## src/rtl/tlp_ms_pkg.sv

```systemverilog
package tlp_ms_pkg;
  localparam int NUM_CLS = 3;
  localparam int PORTS_PER_CLS = 2;
  localparam int NUM_LANES = NUM_CLS * PORTS_PER_CLS;
  localparam int HDR_ORD_MAX = 6;

  function automatic logic [1:0] cls_code(input int unsigned idx);
    return 2'(idx + 1);
  endfunction
endpackage

```

## src/rtl/tlp_ord_queue.sv

```systemverilog
module tlp_ord_queue #(
  parameter int PKT_W = 96,
  parameter int ORD_W = 4,
  parameter int DEPTH = 8
) (
  input  logic             clk,
  input  logic             rst_n,
  input  logic [1:0]       in_vld,
  input  logic [PKT_W-1:0] in_d0,
  input  logic [PKT_W-1:0] in_d1,
  output logic [1:0]       in_rdy,
  input  logic             pop,
  output logic             avail,
  output logic [PKT_W-1:0] head_data,
  output logic [ORD_W-1:0] head_ord
);
  localparam int AW = $clog2(DEPTH);
  localparam int CW = AW + 1;
  localparam int EW = PKT_W + ORD_W;

  logic [EW-1:0]    mem [DEPTH];
  logic [AW-1:0]    wp_q, wp_n, rp_q, rp_n, wp1;
  logic [CW-1:0]    cnt_q, cnt_n;
  logic [ORD_W-1:0] ord_q, ord_n;
  logic             acc0, acc1, do_pop;

  always_comb begin
    in_rdy[0] = cnt_q < CW'(DEPTH);
    in_rdy[1] = cnt_q < CW'(DEPTH - 1);
    acc0      = in_vld[0] & in_rdy[0];
    acc1      = in_vld[1] & in_rdy[1];
    avail     = cnt_q != '0;
    do_pop    = pop & avail;
    wp1       = wp_q + AW'(acc0);
    wp_n      = wp1 + AW'(acc1);
    rp_n      = rp_q + AW'(do_pop);
    cnt_n     = cnt_q + CW'(acc0) + CW'(acc1) - CW'(do_pop);
    ord_n     = ord_q + ORD_W'(acc0) + ORD_W'(acc1);
  end

  always_ff @(posedge clk) begin
    if (acc0) mem[wp_q] <= {ord_q, in_d0};
    if (acc1) mem[wp1]  <= {ord_q + ORD_W'(acc0), in_d1};
  end

  always_ff @(posedge clk or negedge rst_n) begin
    if (!rst_n) begin
      wp_q  <= '0;
      rp_q  <= '0;
      cnt_q <= '0;
      ord_q <= '0;
    end else begin
      wp_q  <= wp_n;
      rp_q  <= rp_n;
      cnt_q <= cnt_n;
      ord_q <= ord_n;
    end
  end

  assign {head_ord, head_data} = mem[rp_q];

  logic             seen_q;
  logic [ORD_W-1:0] last_q;
  always_ff @(posedge clk or negedge rst_n) begin
    if (!rst_n) seen_q <= 1'b0;
    else if (do_pop) seen_q <= 1'b1;
  end
  always_ff @(posedge clk) begin
    if (do_pop) last_q <= head_ord;
  end

  assert_pop_in_seq_R4: assert property (@(posedge clk) disable iff (!rst_n)
    (do_pop && seen_q) |-> (head_ord == last_q + ORD_W'(1)));
  assert_no_overflow_R5: assert property (@(posedge clk) disable iff (!rst_n)
    cnt_q <= CW'(DEPTH));
  assert_first_ord_zero_R2: assert property (@(posedge clk) disable iff (!rst_n)
    (do_pop && !seen_q) |-> (head_ord == '0));
endmodule

```

## src/rtl/tlp_merge_rr.sv

```systemverilog
module tlp_merge_rr #(
  parameter int N  = 3,
  parameter int IW = 2
) (
  input  logic          clk,
  input  logic          rst_n,
  input  logic [N-1:0]  req,
  input  logic          take,
  output logic [N-1:0]  gnt,
  output logic [IW-1:0] gnt_idx,
  output logic          any
);
  logic [IW-1:0] prio_q, prio_n;
  logic          found;

  always_comb begin
    gnt     = '0;
    gnt_idx = '0;
    found   = 1'b0;
    any     = |req;
    for (int k = 0; k < N; k++) begin
      int j;
      j = int'(prio_q) + k;
      if (j >= N) j = j - N;
      if (!found && req[j]) begin
        found   = 1'b1;
        gnt[j]  = 1'b1;
        gnt_idx = IW'(j);
      end
    end
    prio_n = prio_q;
    if (take && any) prio_n = (gnt_idx == IW'(N - 1)) ? '0 : gnt_idx + IW'(1);
  end

  always_ff @(posedge clk or negedge rst_n) begin
    if (!rst_n) prio_q <= '0;
    else        prio_q <= prio_n;
  end

  assert_grant_onehot_R7: assert property (@(posedge clk) disable iff (!rst_n)
    $onehot0(gnt));
  assert_idle_class_no_block_R6: assert property (@(posedge clk) disable iff (!rst_n)
    any |-> ((gnt & req) != '0));
  assert_rr_moves_on_R7: assert property (@(posedge clk) disable iff (!rst_n)
    (take && any && $countones(req) > 1) |=> (gnt_idx != $past(gnt_idx) || !any));
endmodule

```

## src/rtl/tlp_flow_packer.sv

```systemverilog
module tlp_flow_packer #(
  parameter int PKT_BYTES = 12,
  parameter int ORD_W     = 4,
  parameter int FU_BYTES  = 256
) (
  input  logic                   clk,
  input  logic                   rst_n,
  input  logic                   avail,
  input  logic [PKT_BYTES*8-1:0] pkt_data,
  input  logic [ORD_W-1:0]       pkt_ord,
  input  logic [1:0]             pkt_code,
  output logic                   take,
  output logic                   o_valid,
  output logic                   o_sof,
  output logic [7:0]             o_byte
);
  localparam int PKT_W = PKT_BYTES * 8;
  localparam int PW    = $clog2(FU_BYTES);
  localparam int RW    = $clog2(PKT_BYTES + 1);

  logic [PW-1:0]    pos_q, pos_n;
  logic [RW-1:0]    rem_q, rem_n;
  logic [PKT_W-1:0] sh_q, sh_n;
  logic             unit_q, unit_n, pad_q, pad_n;
  logic             emit, sof;
  logic [7:0]       byte_n;
  logic             ov_q, os_q;
  logic [7:0]       ob_q;

  always_comb begin
    emit   = 1'b0;
    take   = 1'b0;
    byte_n = 8'h00;
    sh_n   = sh_q;
    rem_n  = rem_q;
    pad_n  = pad_q;
    unit_n = unit_q;
    pos_n  = pos_q;
    if (rem_q != '0) begin
      emit   = 1'b1;
      byte_n = sh_q[7:0];
      sh_n   = sh_q >> 8;
      rem_n  = rem_q - RW'(1);
    end else if (avail && !pad_q) begin
      take   = 1'b1;
      emit   = 1'b1;
      byte_n = {pkt_code, 6'(pkt_ord)};
      sh_n   = pkt_data;
      rem_n  = RW'(PKT_BYTES);
    end else if (unit_q) begin
      emit   = 1'b1;
      pad_n  = 1'b1;
    end
    if (emit) begin
      if (pos_q == PW'(FU_BYTES - 1)) begin
        pos_n  = '0;
        unit_n = 1'b0;
        pad_n  = 1'b0;
      end else begin
        pos_n  = pos_q + PW'(1);
        unit_n = 1'b1;
      end
    end
    sof = emit & ~unit_q;
  end

  always_ff @(posedge clk or negedge rst_n) begin
    if (!rst_n) begin
      pos_q  <= '0;
      rem_q  <= '0;
      unit_q <= 1'b0;
      pad_q  <= 1'b0;
      ov_q   <= 1'b0;
      os_q   <= 1'b0;
      ob_q   <= 8'h00;
    end else begin
      pos_q  <= pos_n;
      rem_q  <= rem_n;
      unit_q <= unit_n;
      pad_q  <= pad_n;
      ov_q   <= emit;
      os_q   <= sof;
      ob_q   <= byte_n;
    end
  end

  always_ff @(posedge clk) begin
    if (emit) sh_q <= sh_n;
  end

  assign o_valid = ov_q;
  assign o_sof   = os_q;
  assign o_byte  = ob_q;

  assert_unit_contiguous_R9: assert property (@(posedge clk) disable iff (!rst_n)
    unit_q |-> emit);
  assert_sof_at_unit_start_R9: assert property (@(posedge clk) disable iff (!rst_n)
    (emit && !unit_q) |-> (pos_q == '0));
  assert_pad_to_end_R10: assert property (@(posedge clk) disable iff (!rst_n)
    pad_q |-> !take);
  assert_packet_contiguous_R8: assert property (@(posedge clk) disable iff (!rst_n)
    (rem_q != '0) |-> emit);
endmodule

```

## src/rtl/tlp_mstream_ingress.sv

```systemverilog
module tlp_mstream_ingress
  import tlp_ms_pkg::*;
#(
  parameter int PKT_BYTES = 12,
  parameter int ORD_W     = 4,
  parameter int DEPTH     = 8,
  parameter int FU_BYTES  = 256
) (
  input  logic                     clk,
  input  logic                     rst_n,
  input  logic [5:0]               in_valid,
  input  logic [6*PKT_BYTES*8-1:0] in_data,
  output logic [5:0]               in_ready,
  output logic                     out_valid,
  output logic                     out_sof,
  output logic [7:0]               out_byte
);
  localparam int PKT_W = PKT_BYTES * 8;
  localparam int IW    = 2;

  logic [NUM_CLS-1:0] avail, gnt;
  logic [IW-1:0]      gnt_idx;
  logic               any, take;
  logic [PKT_W-1:0]   hd [NUM_CLS];
  logic [ORD_W-1:0]   ho [NUM_CLS];
  logic [PKT_W-1:0]   sel_data;
  logic [ORD_W-1:0]   sel_ord;
  logic [1:0]         sel_code;

  for (genvar c = 0; c < NUM_CLS; c++) begin : g_cls
    tlp_ord_queue #(.PKT_W(PKT_W), .ORD_W(ORD_W), .DEPTH(DEPTH)) u_q (
      .clk       (clk),
      .rst_n     (rst_n),
      .in_vld    (in_valid[2*c +: 2]),
      .in_d0     (in_data[(2*c)*PKT_W +: PKT_W]),
      .in_d1     (in_data[(2*c+1)*PKT_W +: PKT_W]),
      .in_rdy    (in_ready[2*c +: 2]),
      .pop       (take & gnt[c]),
      .avail     (avail[c]),
      .head_data (hd[c]),
      .head_ord  (ho[c])
    );
  end

  tlp_merge_rr #(.N(NUM_CLS), .IW(IW)) u_rr (
    .clk     (clk),
    .rst_n   (rst_n),
    .req     (avail),
    .take    (take),
    .gnt     (gnt),
    .gnt_idx (gnt_idx),
    .any     (any)
  );

  always_comb begin
    sel_data = '0;
    sel_ord  = '0;
    for (int c = 0; c < NUM_CLS; c++) begin
      if (gnt[c]) begin
        sel_data = hd[c];
        sel_ord  = ho[c];
      end
    end
    sel_code = cls_code(int'(gnt_idx));
  end

  tlp_flow_packer #(.PKT_BYTES(PKT_BYTES), .ORD_W(ORD_W), .FU_BYTES(FU_BYTES)) u_pack (
    .clk      (clk),
    .rst_n    (rst_n),
    .avail    (any),
    .pkt_data (sel_data),
    .pkt_ord  (sel_ord),
    .pkt_code (sel_code),
    .take     (take),
    .o_valid  (out_valid),
    .o_sof    (out_sof),
    .o_byte   (out_byte)
  );

  assert_take_has_grant_R1: assert property (@(posedge clk) disable iff (!rst_n)
    take |-> $onehot(gnt));
  assert_hdr_fits_R2: assert property (@(posedge clk) disable iff (!rst_n)
    ORD_W <= HDR_ORD_MAX);
endmodule

```

## config.mk

```make
export PLATFORM = sky130hd
export DESIGN_NAME = tlp_mstream_ingress
export DESIGN_NICKNAME = d
export VERILOG_FILES = /design/src/rtl/tlp_ms_pkg.sv /design/src/rtl/tlp_ord_queue.sv /design/src/rtl/tlp_merge_rr.sv /design/src/rtl/tlp_flow_packer.sv /design/src/rtl/tlp_mstream_ingress.sv
export SDC_FILE = /design/constraint.sdc
export NUM_CORES = 2
export LEC_CHECK = 0
export BUFFER_PORTS_ARGS = -buffer_cell sky130_fd_sc_hd__buf_2
export CAP_MARGIN = 30
export CORE_ASPECT_RATIO = 1.2
export CORE_UTILIZATION = 44
export DETAILED_ROUTE_END_ITERATION = 16
export MAX_ROUTING_LAYER = met4
export SLEW_MARGIN = 25
export SYNTH_ARGS = -nofsm -noshare
export SYNTH_HDL_FRONTEND = slang
export SYNTH_SLANG_ARGS = --single-unit
```

## constraint.sdc

```tcl
create_clock -name clk -period 9.65 [get_ports clk]
set_input_delay 0.4825 -clock clk [delete_from_list [all_inputs] [get_ports clk]]
set_output_delay 0.4825 -clock clk [all_outputs]
set_load 0.01 [all_outputs]
```

==> key figures <==
Die
  • Die height: 597 µm
  • Die area: 297000 µm²
  • CORE AREA: 293000 µm²
  • Num rows: 218
  • I/O Pins: 600
  • Initial Util: 0.442
  • Die width: 498 µm

Global routing
  • Total track usage: 0.294
  • First-pass GRT wire length: 619000 µm
  • Vias in the first global route: 86731
  • Largest net degree at the start of global routing: 116
  • Total grt overflow: 0
  • Initial antenna violation count: 182

Clock network
  • Clock sinks: 2564
  • H-tree lvl count: 5
  • CTS root buf: clkbuf_16
  • Cts bufs inserted: 285
  • CTS tree: done
  • Worst-Skew Late Latency: 0.90 ns
  • Longest Clk Path Bufs: 4
  • Worst-path clk slew: 0.06 ns
  • Post-cts resize count: 0
  • Setup Fix Bufs, Post-CTS: 0

Critical path
  • WP data required: 10.29 ns
  • Slowest cell on crit path: buf_4
  • CP startpoint kind: register
  • CP peak stage delay: 0.76 ns
  • Crit Path Category: register to register
  • Arr. time, crit path: 5.86 ns
  • Critical path, cell by cell: nor2b_1 > ha_1 > ha_1 > xor2_1 > nand2_1 > nor2_4 > buf_4 > buf_4 > mux2_2 > dlygate4sd3_1
  • Worst Setup SP: g_cls[1].u_q.cnt_q[3]$_DFF_PN0_
  • Reg-to-Reg Start: g_cls[1].u_q.cnt_q[3]$_DFF_PN0_
  • Crit path max fanout: 49
  • Worst Setup End Kind: register

Logic synthesis
  • Most used standard cell by instance count after synthesis: edfxtp_1
  • Syn. warnings: 0
  • Sequential share of the synthesized area: 0.591
  • Synth area leaders: edfxtp_1 (58%), mux2_2 (15%), mux4_2 (8.7%), nand2_1 (5.8%), mux2i_1 (1.6%)
  • Synthesized area per cell: 14.3 µm²
  • Post-synthesis cell count: 9080
  • Syn nets: 9716
  • Predominant post-synthesis flop cell: edfxtp_1
  • Post-synth top area share: 0.578
  • Yosys reg bits: 2564
  • Post-synth cell types: 62
  • Asr flop ratio synth: 0.0265
  • EDFF count, synth: 2496
  • Synth area leader: edfxtp_1
  • Most common library cells after synthesis: edfxtp_1 (2496), nand2_1 (2000), mux2_2 (1702), mux4_2 (500), clkbuf_1 (474)
  • Synthesized area: 130000 µm²

Min path
  • Min-delay src: in_data[177]
  • Worst hold path class: primary input to register

Drt
  • Antenna-violating nets left: 0
  • DR iter-0 viols: 10593
  • DR pass1 iterations: 6
  • Vias: 87291
  • Via density: 6.03
  • WL/cell: 29.9 µm
  • Total Wirelength: 433000 µm
  • Drt drc: 0

STA
  • RSZ-0062 raised after global routing: false
  • Final worst-path cycle share: 0.541
  • Slew headroom: 0.198
  • Final setup fails: 0
  • Tightest Pin Transition: 1.19 ns
  • Fmax: 0.192 GHz
  • Worst setup margin: 4.43 ns
  • Worst Clk Skew: 0.0745 ns
  • Final hold violations: 0
  • Final max-slew violation count: 0
  • Final setup TNS: 0 ns
  • Tmin final: 5.22 ns

Finish
  • Layout cell share with drive strength beyond 1: 0.326
  • Layout area overhead: 19.0%
  • Fillers: 24399
  • Area used by multi-input combinational logic: 50800 µm²
  • Final-stage net count: 10914
  • Post-layout util: 0.526
  • FF/Latch Area: 76700 µm²

Placed design
  • Post-place setup slack: 4.39 ns
  • RePlAce Congestion: 0.878
  • Final HPWL DP: 256000 µm
  • I/O Buffers: 599

Run
  • Max-cap viol count: 0

Power
  • Final Power: 43.7 mW
  • Leakage Power: 53.4 nW
  • Pwr Density: 283 nW/µm²
  • Peak VDD IR: 0.359 mV

Status
  • Status: finished clean
-- cells by family (layout without fill, tap and decap cells) --
kind of cell               after synthesis  after routing  share of synthesized area
and+or+nand+nor                       2337           2337                     0.0710
buffers and inverters                  698           2099                     0.0216
AOI/OAI and AO/OA                      764            764                     0.0399
adders and majority gates               53             53                    0.00544
other                                    0            150                          0
muxes                                 2577           2577                      0.265
xor gates and xnor gates                87             87                    0.00588
DFF                                   2564           2564                      0.591
-- repair_timing --
action,in CTS,in global routing
hold buffers,832,0
endpoints found under the hold margin,1812,0
setup endpoints to repair,0,0
-- path summary, 6_finish.rpt --
check                      slack (ns)  cells past startpoint                                 to
max                              4.43                     10  g_cls[1].u_q.mem[6][40]$_DFFE_PP_
min                              0.04                      3  g_cls[0].u_q.mem[0][81]$_DFFE_PP_
max reg2reg                      4.43                     10  g_cls[1].u_q.mem[6][40]$_DFFE_PP_
min reg2reg                      0.48                      1        u_pack.pos_q[6]$_DFFE_PN0N_
max in group asynchronous        8.44                      3     g_cls[1].u_q.rp_q[2]$_DFF_PN0_
min in group asynchronous        0.15                      2    g_cls[0].u_q.ord_q[1]$_DFF_PN0_
-- registers in the layout, summed over array words and instances, names as in the netlist, 2 cells and up --
signal and count:
g_cls.u_q.wp_q 9, g_cls.u_q.rp_q 9, u_pack.pos_q 8, u_rr.prio_q 2, u_pack.rem_q 4, u_pack.o_byte 8, g_cls.u_q.ord_q 12, u_pack.sh_q 96
g_cls.u_q.mem 2400, g_cls.u_q.cnt_q 12
-- routing by layer --
metal / vias up / global-route usage / part of all wire
li1: 37446 / - / -
met1: 44872 / 0.378 / 0.40
met2: 4225 / 0.465 / 0.48
met3: 748 / 0.0638 / 0.095
met4: 0 / 0.0900 / 0.031
met5: - / - / 0
-- cells in the final DEF (no fill, tap or decap), types with 27 or more instances in the layout --
cell           synthesis  routed
dlygate4sd3_1          0     832
xnor2_1               50      50
buf_4                  6     114
clkbuf_16              0     292
buf_2                130     598
a2111oi_0             93      93
clkinv_1               1      49
nand3_1              103     102
diode_2                0     150
clkinv_2               0      45
a21oi_1              207     207
xor2_1                37      37
ha_1                  46      45
dfrtp_1               68      60
a22oi_1              104     104
mux2i_1              208     208
buf_12                 0      28
o21ai_0              116     112
o22ai_1              101      89
inv_1                 28      27
mux2_1               167     167
mux4_2               500     500
nand2_1             2000    2000
clkbuf_1             474      71
nor2_1               137     123
edfxtp_1            2496    2496
mux2_2              1702    1702
a221oi_1              92      92
-- final cells by class --
type,instances,share of cell area
clock buffer,369,0.0496
multi-input combinational,5818,0.329
inverter,30,0.000762
tap,3850,0.0312
clock inverter,121,0.00635
antenna,150,0.00243
sequential,2564,0.497
timing repair buffer,1579,0.0836
-- power breakdown --
part	internal, mW	total, mW	leakage (nW)	switching [mW]
Combinational	6.24	16.8	25.4	10.6
Sequential	15.4	16.3	23.8	0.974
Clock	5.96	10.5	4.23	4.56
Total	27.6	43.7	53.4	16.1
-- critical path, delay by kind of cell, from the launching register on --
family        cells  cell delay, ns
buf+inv           3            2.05
simple gates      3            1.18
mux               1            0.41
fa+ha+maj         2            0.42
flops             1            0.39
xor+xnor          1            0.42
-- per-stage QoR --
| stage | cell area [µm²] | hold slack, ns | cells |
|---|---|---|---|
| 5_1_grt | 154000 | 0.0251 | 14454 |
| 3_3_place_gp | 137000 | 0.463 | 13001 |
| 3_5_place_dp | 137000 | 0.475 | 13008 |
| 6_report | 154000 | 0.0381 | 14481 |
| 2_1_floorplan | 130000 | 0.187 | 9080 |
| 4_1_cts | 154000 | 0.000867 | 14330 |
Note: power is estimated with default switching activity, not from simulation.
